[src/rtl/sdram_bseq_pkg.sv]
// Package: shared command encoding and mode constants for the burst sequencer.
// Assumes decoding of chip-select/strobe pins happens upstream.
package sdram_bseq_pkg;
    typedef enum logic [1:0] {
        CMD_NOP   = 2'd0,
        CMD_READ  = 2'd1,
        CMD_WRITE = 2'd2,
        CMD_STOP  = 2'd3
    } bseq_cmd_e;

    localparam logic [2:0] BL_FULL = 3'd7;
endpackage

[src/rtl/bseq_colgen.sv]
// Column generator: maps burst start, beat count and block mask to a column.
// Assumes mask is 2^n-1 and cnt < mask+1 in interleaved mode.
module bseq_colgen #(
    parameter int COL_W = 9
) (
    input  logic [COL_W-1:0] start,
    input  logic [COL_W-1:0] cnt,
    input  logic [COL_W-1:0] mask,
    input  logic             il,
    output logic [COL_W-1:0] addr
);
    logic [COL_W-1:0] sum;

    // Sequential: add inside the aligned block; interleave: XOR the beat count.
    always_comb begin
        sum  = start + cnt;
        addr = il ? (start ^ cnt) : ((start & ~mask) | (sum & mask));
    end
endmodule

[src/rtl/bseq_rd_pipe.sv]
// Read delay line: carries array data and a valid flag for up to MAX_CL
// cycles, and taps the stage chosen by the CAS latency. A flush clears all
// valid flags (used when a write takes the bus).
module bseq_rd_pipe #(
    parameter int DATA_W = 8,
    parameter int MAX_CL = 3,
    parameter int CL_W   = 2
) (
    input  logic              clk,
    input  logic              rst_n,
    input  logic              push,
    input  logic              flush,
    input  logic [DATA_W-1:0] din,
    input  logic [CL_W-1:0]   cl,
    output logic              vld_o,
    output logic [DATA_W-1:0] dat_o
);
    logic [MAX_CL-1:0] vld;
    logic [DATA_W-1:0] dat [MAX_CL];
    logic [CL_W-1:0]   sel;

    // Shift data and valid flags one stage per cycle; flush kills the flags.
    always_ff @(posedge clk) begin
        if (!rst_n) begin
            vld <= '0;
            for (int i = 0; i < MAX_CL; i++) dat[i] <= '0;
        end else begin
            vld[0] <= push & ~flush;
            dat[0] <= din;
            for (int i = 1; i < MAX_CL; i++) begin
                vld[i] <= vld[i-1] & ~flush;
                dat[i] <= dat[i-1];
            end
        end
    end

    // Tap select: latency n reads stage n-1, clamped to the legal range.
    always_comb begin
        if (cl == '0)
            sel = '0;
        else if (int'(cl) > MAX_CL)
            sel = CL_W'(MAX_CL - 1);
        else
            sel = cl - 1'b1;
        vld_o = vld[sel];
        dat_o = dat[sel];
    end
endmodule

[src/rtl/bseq_ctrl.sv]
// Burst controller: holds the active burst (start, beat count, mask, kind),
// applies the interrupt rules and the stop rule, and selects the column
// for the current cycle. Assumes mode inputs are stable while a command is
// issued; they are latched at READ/WRITE.
module bseq_ctrl
    import sdram_bseq_pkg::*;
#(
    parameter int COL_W = 9
) (
    input  logic             clk,
    input  logic             rst_n,
    input  bseq_cmd_e        cmd,
    input  logic [COL_W-1:0] cmd_col,
    input  logic [2:0]       mode_bl,
    input  logic             mode_il,
    input  logic [COL_W-1:0] gen_addr,
    output logic [COL_W-1:0] start_q,
    output logic [COL_W-1:0] cnt_q,
    output logic [COL_W-1:0] mask_q,
    output logic             il_q,
    output logic [COL_W-1:0] col_addr,
    output logic             col_rd,
    output logic             col_wr,
    output logic             wr_cmd,
    output logic             illegal_stop
);
    logic             act_q, wr_q, full_q;
    logic [COL_W-1:0] mask_new;
    logic             full_new, is_rd, is_wr, is_stop, stop_ok, cont;

    // Decode burst-length code into a block mask.
    always_comb begin
        mask_new = '0;
        case (mode_bl)
            3'd1:    mask_new = COL_W'(1);
            3'd2:    mask_new = COL_W'(3);
            3'd3:    mask_new = COL_W'(7);
            BL_FULL: mask_new = '1;
            default: mask_new = '0;
        endcase
    end

    // Classify the command and decide this cycle's access.
    always_comb begin
        full_new = (mode_bl == BL_FULL);
        is_rd    = (cmd == CMD_READ);
        is_wr    = (cmd == CMD_WRITE);
        is_stop  = (cmd == CMD_STOP);
        stop_ok  = is_stop && full_new;
        cont     = act_q && !is_rd && !is_wr && !stop_ok;
        col_rd   = is_rd || (cont && !wr_q);
        col_wr   = is_wr || (cont && wr_q);
        col_addr = (is_rd || is_wr) ? cmd_col : gen_addr;
        wr_cmd   = is_wr;
    end

    // Burst state: restart on READ/WRITE, end on legal STOP or last beat.
    always_ff @(posedge clk) begin
        if (!rst_n) begin
            act_q   <= 1'b0;
            wr_q    <= 1'b0;
            full_q  <= 1'b0;
            il_q    <= 1'b0;
            start_q <= '0;
            cnt_q   <= '0;
            mask_q  <= '0;
        end else if (is_rd || is_wr) begin
            act_q   <= (mask_new != '0);
            wr_q    <= is_wr;
            full_q  <= full_new;
            il_q    <= mode_il && !full_new;
            start_q <= cmd_col;
            cnt_q   <= COL_W'(1);
            mask_q  <= mask_new;
        end else if (stop_ok) begin
            act_q <= 1'b0;
        end else if (cont) begin
            cnt_q <= cnt_q + 1'b1;
            if (!full_q && cnt_q == mask_q) act_q <= 1'b0;
        end
    end

    // Error pulse one cycle after a STOP outside full-page mode.
    always_ff @(posedge clk) begin
        if (!rst_n) illegal_stop <= 1'b0;
        else        illegal_stop <= is_stop && !full_new;
    end


    block_wrap_chk: assert property (@(posedge clk) disable iff (!rst_n)
        (act_q && !full_q) |-> (((gen_addr ^ start_q) & ~mask_q) == '0));

    wr_first_beat_chk: assert property (@(posedge clk) disable iff (!rst_n)
        (cmd == CMD_WRITE) |-> (col_wr && !col_rd && col_addr == cmd_col));

    rd_wr_excl_chk: assert property (@(posedge clk) disable iff (!rst_n)
        !(col_rd && col_wr));

    stop_no_access_chk: assert property (@(posedge clk) disable iff (!rst_n)
        (cmd == CMD_STOP && mode_bl == BL_FULL) |=> (!act_q));

    illegal_stop_chk: assert property (@(posedge clk) disable iff (!rst_n)
        (cmd == CMD_STOP && mode_bl != BL_FULL) |=> illegal_stop);
endmodule

[src/rtl/sdram_burst_seq.sv]
// Top: SDRAM burst column sequencer. Combines the burst controller, the
// column generator and the read delay line, and gates the bus enable.
// Assumes the array returns read data for col_addr in the same cycle.
module sdram_burst_seq
    import sdram_bseq_pkg::*;
#(
    parameter int COL_W  = 9,
    parameter int DATA_W = 8,
    parameter int MAX_CL = 3,
    localparam int CL_W  = $clog2(MAX_CL + 1)
) (
    input  logic              clk,
    input  logic              rst_n,
    input  logic [1:0]        cmd,
    input  logic [COL_W-1:0]  cmd_col,
    input  logic [2:0]        mode_bl,
    input  logic              mode_il,
    input  logic [CL_W-1:0]   mode_cl,
    input  logic [DATA_W-1:0] dq_in,
    input  logic [DATA_W-1:0] arr_rd_data,
    output logic [COL_W-1:0]  col_addr,
    output logic              col_rd,
    output logic              col_wr,
    output logic [DATA_W-1:0] arr_wr_data,
    output logic [DATA_W-1:0] dq_out,
    output logic              dq_oe,
    output logic              illegal_stop
);
    logic [COL_W-1:0]  start_q, cnt_q, mask_q, gen_addr;
    logic              il_q, wr_cmd, pipe_vld;
    logic [DATA_W-1:0] pipe_dat;

    bseq_ctrl #(.COL_W(COL_W)) u_ctrl (
        .clk(clk), .rst_n(rst_n), .cmd(bseq_cmd_e'(cmd)), .cmd_col(cmd_col),
        .mode_bl(mode_bl), .mode_il(mode_il), .gen_addr(gen_addr),
        .start_q(start_q), .cnt_q(cnt_q), .mask_q(mask_q), .il_q(il_q),
        .col_addr(col_addr), .col_rd(col_rd), .col_wr(col_wr),
        .wr_cmd(wr_cmd), .illegal_stop(illegal_stop)
    );

    bseq_colgen #(.COL_W(COL_W)) u_colgen (
        .start(start_q), .cnt(cnt_q), .mask(mask_q), .il(il_q), .addr(gen_addr)
    );

    bseq_rd_pipe #(.DATA_W(DATA_W), .MAX_CL(MAX_CL), .CL_W(CL_W)) u_pipe (
        .clk(clk), .rst_n(rst_n), .push(col_rd), .flush(wr_cmd),
        .din(arr_rd_data), .cl(mode_cl), .vld_o(pipe_vld), .dat_o(pipe_dat)
    );

    // Bus side: write data passes through; output enable yields to writes.
    always_comb begin
        arr_wr_data = dq_in;
        dq_oe       = pipe_vld && !col_wr;
        dq_out      = dq_oe ? pipe_dat : '0;
    end


    wr_bus_quiet_chk: assert property (@(posedge clk) disable iff (!rst_n)
        col_wr |=> !dq_oe);
endmodule

[config.mk]
export PLATFORM = sky130hd
export DESIGN_NAME = sdram_burst_seq
export DESIGN_NICKNAME = d
export VERILOG_FILES = /design/src/rtl/sdram_bseq_pkg.sv /design/src/rtl/bseq_colgen.sv /design/src/rtl/bseq_rd_pipe.sv /design/src/rtl/bseq_ctrl.sv /design/src/rtl/sdram_burst_seq.sv
export SDC_FILE = /design/constraint.sdc
export NUM_CORES = 1
export LEC_CHECK = 0
export ABC_CLOCK_PERIOD_IN_PS = 4600
export BUFFER_PORTS_ARGS = -buffer_cell sky130_fd_sc_hd__clkbuf_2
export CORE_MARGIN = 2
export CORE_UTILIZATION = 35
export CTS_CLUSTER_SIZE = 25
export DETAILED_ROUTE_END_ITERATION = 6
export PLACE_DENSITY_LB_ADDON = 0.05
export SYNTH_ARGS = -nofsm -noshare
export SYNTH_HDL_FRONTEND = slang
export SYNTH_SLANG_ARGS = --single-unit
[constraint.sdc]
create_clock -name clk -period 4.6 [get_ports clk]
set_input_delay 0.46 -clock clk [delete_from_list [all_inputs] [get_ports clk]]
set_output_delay 0.46 -clock clk [all_outputs]
set_load 0.02 [all_outputs]
# [After elaboration in Yosys (flattened, before gate mapping)]
# Memory sizes are Yosys's and may differ from the RTL's.
# Cells that the tools add are included.
[classes] addsub=3 order_cmp=1 n_eq_ne=9 n_mux=19 bitwise_logic=14 n_reduce_logical=29
[ops] operator="$pmux W9 S4" count=1
[ops] operator="$mux W8" count=4
[ops] operator="$and A9 B9 Y9" count=2
[ops] operator="$mux W9" count=2
[ops] operator="$logic_and A1 B1 Y1" count=10
[ops] operator="$mux W1" count=10
[ops] operator="$add A9 B1 Y9 const B" count=1
[ops] operator="$add A9 B9 Y9" count=1
[ops] operator="$eq A9 B9 Y1" count=1
[ops] operator="$not A9 Y9" count=1
[ops] operator="$or A9 B9 Y9" count=1
[ops] operator="$reduce_bool A9 Y1" count=1
[ops] operator="$xor A9 B9 Y9" count=1
[ops] operator="$logic_not A1 Y1" count=7
[ops] operator="$eq A3 B2 Y1 const B" count=2
[ops] operator="$reduce_and A2 Y1" count=3
[ops] operator="$reduce_bool A3 Y1" count=2
[ops] operator="$eq A2 B2 Y1 const B" count=2
[ops] operator="$and A1 B1 Y1" count=3
[ops] operator="$eq A3 B1 Y1 const B" count=1
[ops] operator="$eq A3 B3 Y1 const B" count=1
[ops] operator="$logic_or A1 B1 Y1" count=3
[ops] operator="$lt A2 B3 Y1 const B" count=1
[ops] operator="$not A1 Y1" count=3
[ops] operator="other kinds (9)" count=11
[word_totals] register_bits=35 ram_bits=24 inputBits=35 out_inout_bits=29 wordCells=86 n_memories=1
[memory_table] name="u_pipe.dat" words=3 word_bits=8 rd=3 rd_ports_with_merged_regs=0 write_ports=3 line="bseq_rd_pipe.sv:19" source="logic [DATA_W-1:0] dat [MAX_CL];"

# [Logic depth before layout (Yosys ltp)]
# Gate-level depths: netlist of run 1.
[depth] word_depth=10 ltp_mapped=8 ltp_nobuf=8

# [Modules after synthesis]
# Synthesis of run 1 repeated with hierarchy kept, for this count alone.
[hier_totals] hier_cells=356 area_unflattened_um2=2977.9
[modules_own_cells] mod="bseq_ctrl" instances=1 cells_each=169 area_each_um2=1335.0 seq_area_each_um2=540.5
[modules_own_cells] mod="bseq_rd_pipe" instances=1 cells_each=87 area_each_um2=924.6 seq_area_each_um2=540.5
[modules_own_cells] mod="bseq_colgen" instances=1 cells_each=83 area_each_um2=581.8 seq_area_each_um2=0.0
[modules_own_cells] mod="sdram_burst_seq" instances=1 cells_each=17 area_each_um2=136.4 seq_area_each_um2=0.0

# [Worst setup path before layout of run 1]
# No wires, ideal clock.
[synth_path] path_type="register to output" startpoint="reg u_ctrl.cnt_q[0]" endpoint="out col_addr[8]" t_arrival_ns=2.032 t_required_ns=4.140 setup_slack_ns=2.108 path_stages_with_launch=8 path_buffers=0 path_cell_list="dfxtp_1 -> ha_1 -> inv_1 -> fa_1 -> o21ai_0 -> a221oi_1 -> mux2i_1 -> o21ai_0"
[synth_via] elab_chain_len=5
[synth_lines] item="from (decl)" line="bseq_ctrl.sv:18" source="output logic [COL_W-1:0] cnt_q,"
[synth_lines] item="from (signal assigned)" line="bseq_ctrl.sv:78" source="cnt_q <= cnt_q + 1'b1;"
[synth_lines] item="$add A9 B9 Y9" line="bseq_colgen.sv:16" source="sum = start + cnt;"
[synth_lines] item="$and A9 B9 Y9" line="bseq_colgen.sv:17" source="addr = il ? (start ^ cnt) : ((start & ~mask) | (sum & mask));"
[synth_lines] item="$or A9 B9 Y9" line="bseq_colgen.sv:17"
[synth_lines] item="$mux W9" line="bseq_colgen.sv:17"
[synth_lines] item="$mux W9" line="bseq_ctrl.sv:53" source="col_addr = (is_rd || is_wr) ? cmd_col : gen_addr;"
[synth_lines] item="to (decl)" line="sdram_burst_seq.sv:21" source="output logic [COL_W-1:0] col_addr,"
# No other way between the ends.

# [Final worst setup path of run 1]
# Same ends and word-level chain as after synthesis.

==> flow_metrics.tcl, run 1 <==
set metrics [dict create \
    power.net_switching_uw 269.9 \
    cts-hold-fix-buffers 0 \
    combPwrFrac_pct 17.2 \
    placed_area_um2 3040 \
    row_count 32 \
    die_w_um 93.41 \
    dieArea_um2 8724 \
    maxClockFrequency_ghz 0.3469 \
    run_status "finished clean" \
    worst_skew_pair.late_latency_ps 300 \
    drt-vias-per-instance 4.804 \
    tritoncts "yes" \
    hold_path_depth 2 \
    finalWeightedCongestion 0.8018 \
    period_share_pct 62.66 \
    grt.total_usage_pct 15.29 \
    reg2reg_setup_slack_ps 3200 \
    worst_clock_skew_ps 2.780 \
    post_synth.cell_area_avg_um2 8.608 \
    clk_path_buf_depth 2 \
    cts_root_buf "sky130_fd_sc_hd__clkbuf_8" \
    critPathCaptureType "output pin" \
    n_antenna_cell 0 \
    top_level_ports 64 \
    drive_above_1_share_pct 16.81 \
    startpoint_type "flop" \
    worst_min_path_class "primary input to flop" \
    hpwlAfterDp_mm 4.422 \
    synth_fp_nets 373 \
    p_int_uw 712.1 \
    path_delay_family "compound AO/OA/AOI/OAI gates" \
    ant_nets 0 \
    timing.critical_path.buf_inv 2 \
    gr-total-overflow 0 \
    critical_path_class "flop to output pin" \
    detail_route.drc_violations 0 \
    yosys_warnings 0 \
    cts_made_buffers 5 \
    leakagePower_uw 0.001385 \
    met1_length_mm 3.178 \
    reg2regPathDepth 5 \
    finalHoldViolations 0 \
    synth-seq-area-share_pct 37.92 \
    synthCells 325 \
    worst_ep_required_time_ps 4140 \
    swShare_pct 27.48 \
    timing.critical_path.slowest_stage_cell "sky130_fd_sc_hd__dfxtp_1" \
    die_y_um 93.41 \
    synth_ff_type "sky130_fd_sc_hd__dfxtp_1" \
    drtPass1Iterations 4 \
    violation_count_after_the_first_detailed_route_iteration 64 \
    worst_ep_arrival_time_ps 2420 \
    ir_drop_mv 0.1295 \
    cellPowerDensity_nw_per_um2 311.6 \
    met3WireLength_um 235 \
    port_buffers 47 \
    synthArstFlopShare_pct 0 \
    floorplan.initialDensity_pct 36.20 \
    num_vias 2205 \
    power.share.clock_pct 32.2 \
    grt_first_pass_wirelength_mm 10.47 \
    critical_path.reg2reg.endpoint "u_ctrl.cnt_q[4]$_SDFFE_PP0P_" \
    final-max-slew-violation-count 0 \
    reg2reg_from "u_ctrl.act_q$_SDFFE_PN0P_" \
    grt_pass1_vias 2163 \
    routed_wirelength_mm 6.154 \
    crit_top_cell "sky130_fd_sc_hd__o21ai_0" \
    tns_ps 0 \
    avgRoutedWirePerCell_um 13.41 \
    transition_time_at_the_pin_with_the_least_slew_margin_ps 776.0 \
    antenna_found_initial 0 \
    max_cap_viol_count 0 \
    finalHoldWorstSlack_ps 360.2 \
    critical_path_maximum_fanout 5 \
    final_net_count 404 \
    mappedNetlistArea_um2 2798 \
    h-tree-depth 2 \
    hp-start "arr_rd_data[1]" \
    critical_path_s_largest_stage_delay_ps 430 \
    clock_pin_transition_on_the_worst_setup_and_hold_timing_paths_ps 100 \
    worst_hold_path.endpoint "u_pipe.dat[0][1]$_SDFF_PN0_" \
    setup_viol_count_final 0 \
    post_synth_num_cell_types 45 \
    topRoutingLayerUsed "met4" \
    buffer_count_from_post_cts_setup_fixing 0 \
    cts_resized 0 \
    maximum_number_of_pins_on_one_net_before_global_route_repair 47 \
    placeableCoreArea_um2 7727 \
    timing.critical_path.cells "ha_1, inv_1, fa_1, o21ai_0, a221oi_1, mux2i_1, o21ai_0, clkbuf_2" \
    ys_seq_elements 53 \
    met2_wirelength_mm 2.671 \
    final_area_um2 3152 \
    setup_repair_after_global_routing_missed_its_margin "false" \
    period_needed_ps 2882 \
    seq_power_share_pct 50.6 \
    worst_slew_margin_rel_pct 48.26 \
    synth-edff-count 0 \
    cts_num_sinks 53 \
    layout-area-overhead-vs-synth_pct 12.66 \
]
-- metrics by stage --
step	util (%)	worst slack, ps	std cells	power [uW]
after floorplan	-	2108	325	636.5
after global placement	39.35	2048	451	678.4
after detailed placement	39.35	2026	451	679.7
after CTS	40.79	1674	459	1000
after global routing	40.79	1490	459	1042
final	40.79	1718	459	982.1
-- worst reg2reg max path, cell delays in order (launching register included) --
cell                      delay (ps)
sky130_fd_sc_hd__dfxtp_1         360
sky130_fd_sc_hd__nor3b_4         260
sky130_fd_sc_hd__and2_0          320
sky130_fd_sc_hd__nand4_1         150
sky130_fd_sc_hd__xor2_1          160
sky130_fd_sc_hd__nor2_1           50
-- placed cells by master, fill, tap and decap left out, drive strengths merged --
cell,n
xor2,6
o21bai,3
clkinv,1
o21ai,19
bufinv,1
o221ai,1
a21oi,13
nand3,6
o311ai,3
o21a,1
inv,16
a211oi,10
a221oi,2
a31oi,3
clkbuf,53
nor3b,2
a21o,3
nor3,5
mux2i,23
nand4,3
nand2,24
nand2b,2
mux2,1
and3,3
nor2,31
or3,1
ha,12
o32ai,1
nand4b,1
and3b,3
a21boi,2
dfxtp,53
fa,1
buf,1
xnor2,5
a22oi,1
nor2b,10
nor4,2
and2,29
-- per-layer routing --
metal  track usage (%)  up-vias
li1                  -     1168
met1             21.04      990
met2             24.40       39
met3             2.901        8
met4             4.289        0
met5                 0        -
-- worst max-delay path by stage --
stage | start | endpoint | slack (ps) | depth (start not counted)
after floorplan | u_ctrl.cnt_q[0]$_SDFFE_PN0P_ | col_addr[8] | 2110 | 7
after global placement | u_ctrl.cnt_q[0]$_SDFFE_PN0P_ | col_addr[8] | 2050 | 8
after detailed placement | u_ctrl.cnt_q[0]$_SDFFE_PN0P_ | col_addr[8] | 2030 | 8
after CTS | u_ctrl.cnt_q[0]$_SDFFE_PN0P_ | col_addr[8] | 1670 | 8
after global routing | u_ctrl.cnt_q[0]$_SDFFE_PN0P_ | col_addr[8] | 1490 | 8
final | u_ctrl.cnt_q[0]$_SDFFE_PN0P_ | col_addr[8] | 1720 | 8
-- cell families (layout without fill, tap and decap cells) --
group,count (synthesis),in the layout,synth area share (%)
DFF,53,53,37.92
and+or+nand+nor,122,122,23.03
xor gates and xnor gates,11,11,3.444
AOI/OAI and AO/OA,62,62,14.18
adders and majority gates,13,13,6.082
buffers and inverters,40,72,6.708
muxes,24,24,8.631
-- layout make-up --
class | instances | area, um2
clock buffer | 6 | 72.57
inverter | 16 | 60.06
fill | 825 | 4576
tap | 102 | 127.6
timing repair buffer | 48 | 242.7
sequential | 53 | 1061
multi-input combinational | 232 | 1549
clock inverter | 2 | 38.79
-- power by group through the flow --
stage               clock network (uW)  logic [uW]  registers (uW)
floorplan                            0         136             501
global placement                     0         170             508
detailed placement                   0         171             509
CTS                                331         172             498
global route                       349         192             501
finish                             316         169             497
-- sequential cells by signal, indices dropped and copies added (netlist names) --
signal,cells
u_pipe.dat,24
u_ctrl.cnt_q,9
u_ctrl.start_q,9
u_ctrl.mask_q,4
u_pipe.vld,3
u_ctrl.act_q,1
u_ctrl.il_q,1
u_ctrl.illegal_stop,1
u_ctrl.wr_q,1
-- Yosys cell counts, drive strengths merged, types with 5 or more instances --
| cell type | count | share of area, % |
|---|---|---|
| a211oi | 10 | 2.7 |
| a21oi | 13 | 2.3 |
| and2 | 29 | 6.5 |
| buf | 13 | 3.1 |
| clkbuf | 11 | 1.5 |
| dfxtp | 53 | 38 |
| ha | 12 | 5.4 |
| inv | 16 | 2.1 |
| mux2i | 23 | 8.2 |
| nand2 | 24 | 3.3 |
| nand3 | 6 | 1.1 |
| nor2 | 31 | 4.2 |
| nor2b | 10 | 2.2 |
| nor3 | 5 | 0.89 |
| o21ai | 19 | 3.4 |
| xnor2 | 5 | 1.6 |
| xor2 | 6 | 1.9 |
(Power assumes the default switching activity.)
==> inputs of run 2 (changes only) <==
Settings changed: ABC_CLOCK_PERIOD_IN_PS 4600 to 2340.
Clock period 4.6 ns to 2.34 ns, I/O delays scaled along.
==> flow_metrics.tcl, run 2 (synthesis gave the netlist of run 1 again) <==
set metrics [dict create \
    ir_drop_mv 0.2414 \
    mostFrequentLayoutCell "sky130_fd_sc_hd__clkbuf_2" \
    worst_clock_skew_ps 6.662 \
    hpwlAfterDp_mm 4.728 \
    clk_path_buf_depth 2 \
    cts_num_sinks 53 \
    period_share_pct 97.35 \
    h-tree-depth 2 \
    grt_first_pass_wirelength_mm 10.77 \
    worst_skew_pair.late_latency_ps 310 \
    drtPass1Iterations 4 \
    worst_ep_required_time_ps 2110 \
    leakagePower_uw 0.001462 \
    layout.cells.most_common_list "sky130_fd_sc_hd__clkbuf_2 (43), sky130_fd_sc_hd__dfxtp_1 (42), sky130_fd_sc_hd__nor2_1 (31), sky130_fd_sc_hd__and2_1 (28), sky130_fd_sc_hd__mux2i_1 (23)" \
    worst_hold_path.endpoint "u_pipe.dat[0][2]$_SDFF_PN0_" \
    port_buffers 47 \
    final_net_count 419 \
    layout.cells.non_filler 474 \
    p_int_uw 1429 \
    clock_pin_transition_on_the_worst_setup_and_hold_timing_paths_ps 100 \
    detail_route.drc_violations 0 \
    ant_nets 0 \
    combPwrFrac_pct 19.0 \
    max_flop_register "u_pipe.dat" \
    cts_root_buf "sky130_fd_sc_hd__clkbuf_8" \
    swShare_pct 28.00 \
    run_status "finished clean" \
    critical_path_s_largest_stage_delay_ps 370 \
    period_needed_ps 2278 \
    n_antenna_cell 0 \
    critPathCaptureType "output pin" \
    num_vias 2288 \
    cts_made_buffers 5 \
    largest_register_ffs 24 \
    timing.critical_path.slowest_stage_cell "sky130_fd_sc_hd__dfxtp_4" \
    floorplan.initialDensity_pct 36.20 \
    startpoint_type "flop" \
    placeableCoreArea_um2 7727 \
    reg2reg_from "u_ctrl.cnt_q[4]$_SDFFE_PP0P_" \
    finalHoldViolations 0 \
    worst_slew_margin_rel_pct 65.58 \
    transition_time_at_the_pin_with_the_least_slew_margin_ps 516.4 \
    timing.critical_path.cells "ha_4, a21o_1, a21o_1, a221oi_2, mux2i_1, o21ai_1, buf_4" \
    hp-start "arr_rd_data[2]" \
    drt-vias-per-instance 4.827 \
    worst_ep_arrival_time_ps 2040 \
    gr-total-overflow 0 \
    reg2reg_setup_slack_ps 870 \
    hold_path_depth 2 \
    antenna_found_initial 0 \
    dieArea_um2 8724 \
    crit_top_cell "sky130_fd_sc_hd__a21o_1" \
    power.share.clock_pct 32.0 \
    grt.total_usage_pct 15.59 \
    violation_count_after_the_first_detailed_route_iteration 65 \
    finalWeightedCongestion 0.7543 \
    path_delay_family "compound AO/OA/AOI/OAI gates" \
    final-max-slew-violation-count 0 \
    setup_viol_count_final 0 \
    critical_path_maximum_fanout 5 \
    largestRegisters "u_pipe.dat (24), u_ctrl.cnt_q (9), u_ctrl.start_q (9)" \
    power.net_switching_uw 555.8 \
    worst_min_path_class "primary input to flop" \
    reg2regPathDepth 6 \
    maxClockFrequency_ghz 0.4390 \
    die_w_um 93.41 \
    critical_path.reg2reg.endpoint "u_ctrl.act_q$_SDFFE_PN0P_" \
    layout-area-overhead-vs-synth_pct 21.42 \
    timing.critical_path.buf_inv 1 \
    grt_pass1_vias 2198 \
    inst_count_dp 461 \
    top_level_ports 64 \
    row_count 32 \
    drive_above_1_share_pct 27.42 \
    tritoncts "yes" \
    tns_ps 0 \
    routed_wirelength_mm 6.353 \
    cellPowerDensity_nw_per_um2 584.3 \
    die_y_um 93.41 \
    avgRoutedWirePerCell_um 13.40 \
    critical_path_class "flop to output pin" \
    finish.utilization_pct 43.96 \
    seq_power_share_pct 49.0 \
    maximum_number_of_pins_on_one_net_before_global_route_repair 25 \
    max_cap_viol_count 0 \
    setup_repair_after_global_routing_missed_its_margin "true" \
]
run 2: cell types whose count changed in the layout (fill, tap and decap cells not counted), moves of 3 or more:
| cell | change |
|---|---|
| sky130_fd_sc_hd__dfxtp_4 | +4 |
| sky130_fd_sc_hd__dfxtp_1 | -11 |
| sky130_fd_sc_hd__a21oi_1 | -3 |
| sky130_fd_sc_hd__o21ai_0 | -3 |
| sky130_fd_sc_hd__dfxtp_2 | +7 |
| sky130_fd_sc_hd__clkbuf_2 | -4 |
| sky130_fd_sc_hd__ha_4 | +4 |
| sky130_fd_sc_hd__ha_1 | -6 |
| sky130_fd_sc_hd__buf_4 | +17 |
run 2: worst max-delay path by stage:
stage                             end  cells past startpoint                      startpoint
after CTS                 col_addr[8]                      8  u_ctrl.start_q[0]$_SDFFE_PN0N_
after global placement    col_addr[8]                      8  u_ctrl.start_q[0]$_SDFFE_PN0N_
after floorplan           col_addr[8]                      7    u_ctrl.cnt_q[0]$_SDFFE_PN0P_
final                     col_addr[7]                      7    u_ctrl.cnt_q[4]$_SDFFE_PP0P_
after global routing      col_addr[7]                      7    u_ctrl.cnt_q[4]$_SDFFE_PP0P_
after detailed placement  col_addr[8]                      8  u_ctrl.start_q[0]$_SDFFE_PN0N_
run 2: power groups by stage:
stage / Sequential (uW) / Combinational [uW] / Clock [uW]
after floorplan: 984 / 267 / 0
after global placement: 991 / 361 / 0
after detailed placement: 992 / 361 / 0
after CTS: 971 / 367 / 658
after global routing: 978 / 425 / 693
final: 972 / 378 / 635
run 2: final cells by class:
class	instances	area (um2)
Inverter	16	60.06
Multi-Input combinational cell	232	1650
Clock buffer	6	72.57
Sequential cell	53	1085
Timing Repair Buffer	63	362.8
Tap cell	102	127.6
Fill cell	801	4330
Clock inverter	2	38.79
run 2: through the flow:
step	power [uW]	area, um2	hold WS [ps]	setup slack, ps
3_3_place_gp	1352	3115	430.7	76.02
4_1_cts	1996	3264	115.9	-1.454
6_report	1985	3397	126.4	61.99
3_5_place_dp	1353	3115	439.0	27.29
2_1_floorplan	1251	2798	361.3	73.71
5_1_grt	2097	3397	108.6	-43.70
run 2: timing repair:
item / in CTS / in global routing
hold buffers: 0 / 0
gates resized for setup: 13 / 31
pin swaps: 2 / 11
gates cloned: 0 / 0
setup endpoints to repair: 5 / 7
setup buffers: 0 / 5
run 2: routing by layer:
metal | GRT usage [%] | part of all wire [%] | up-vias
met5 | 0 | 0 | -
met4 | 4.657 | 1.1 | 0
met3 | 3.384 | 4.0 | 8
met2 | 23.68 | 43 | 37
met1 | 22.08 | 52 | 1043
li1 | - | - | 1200
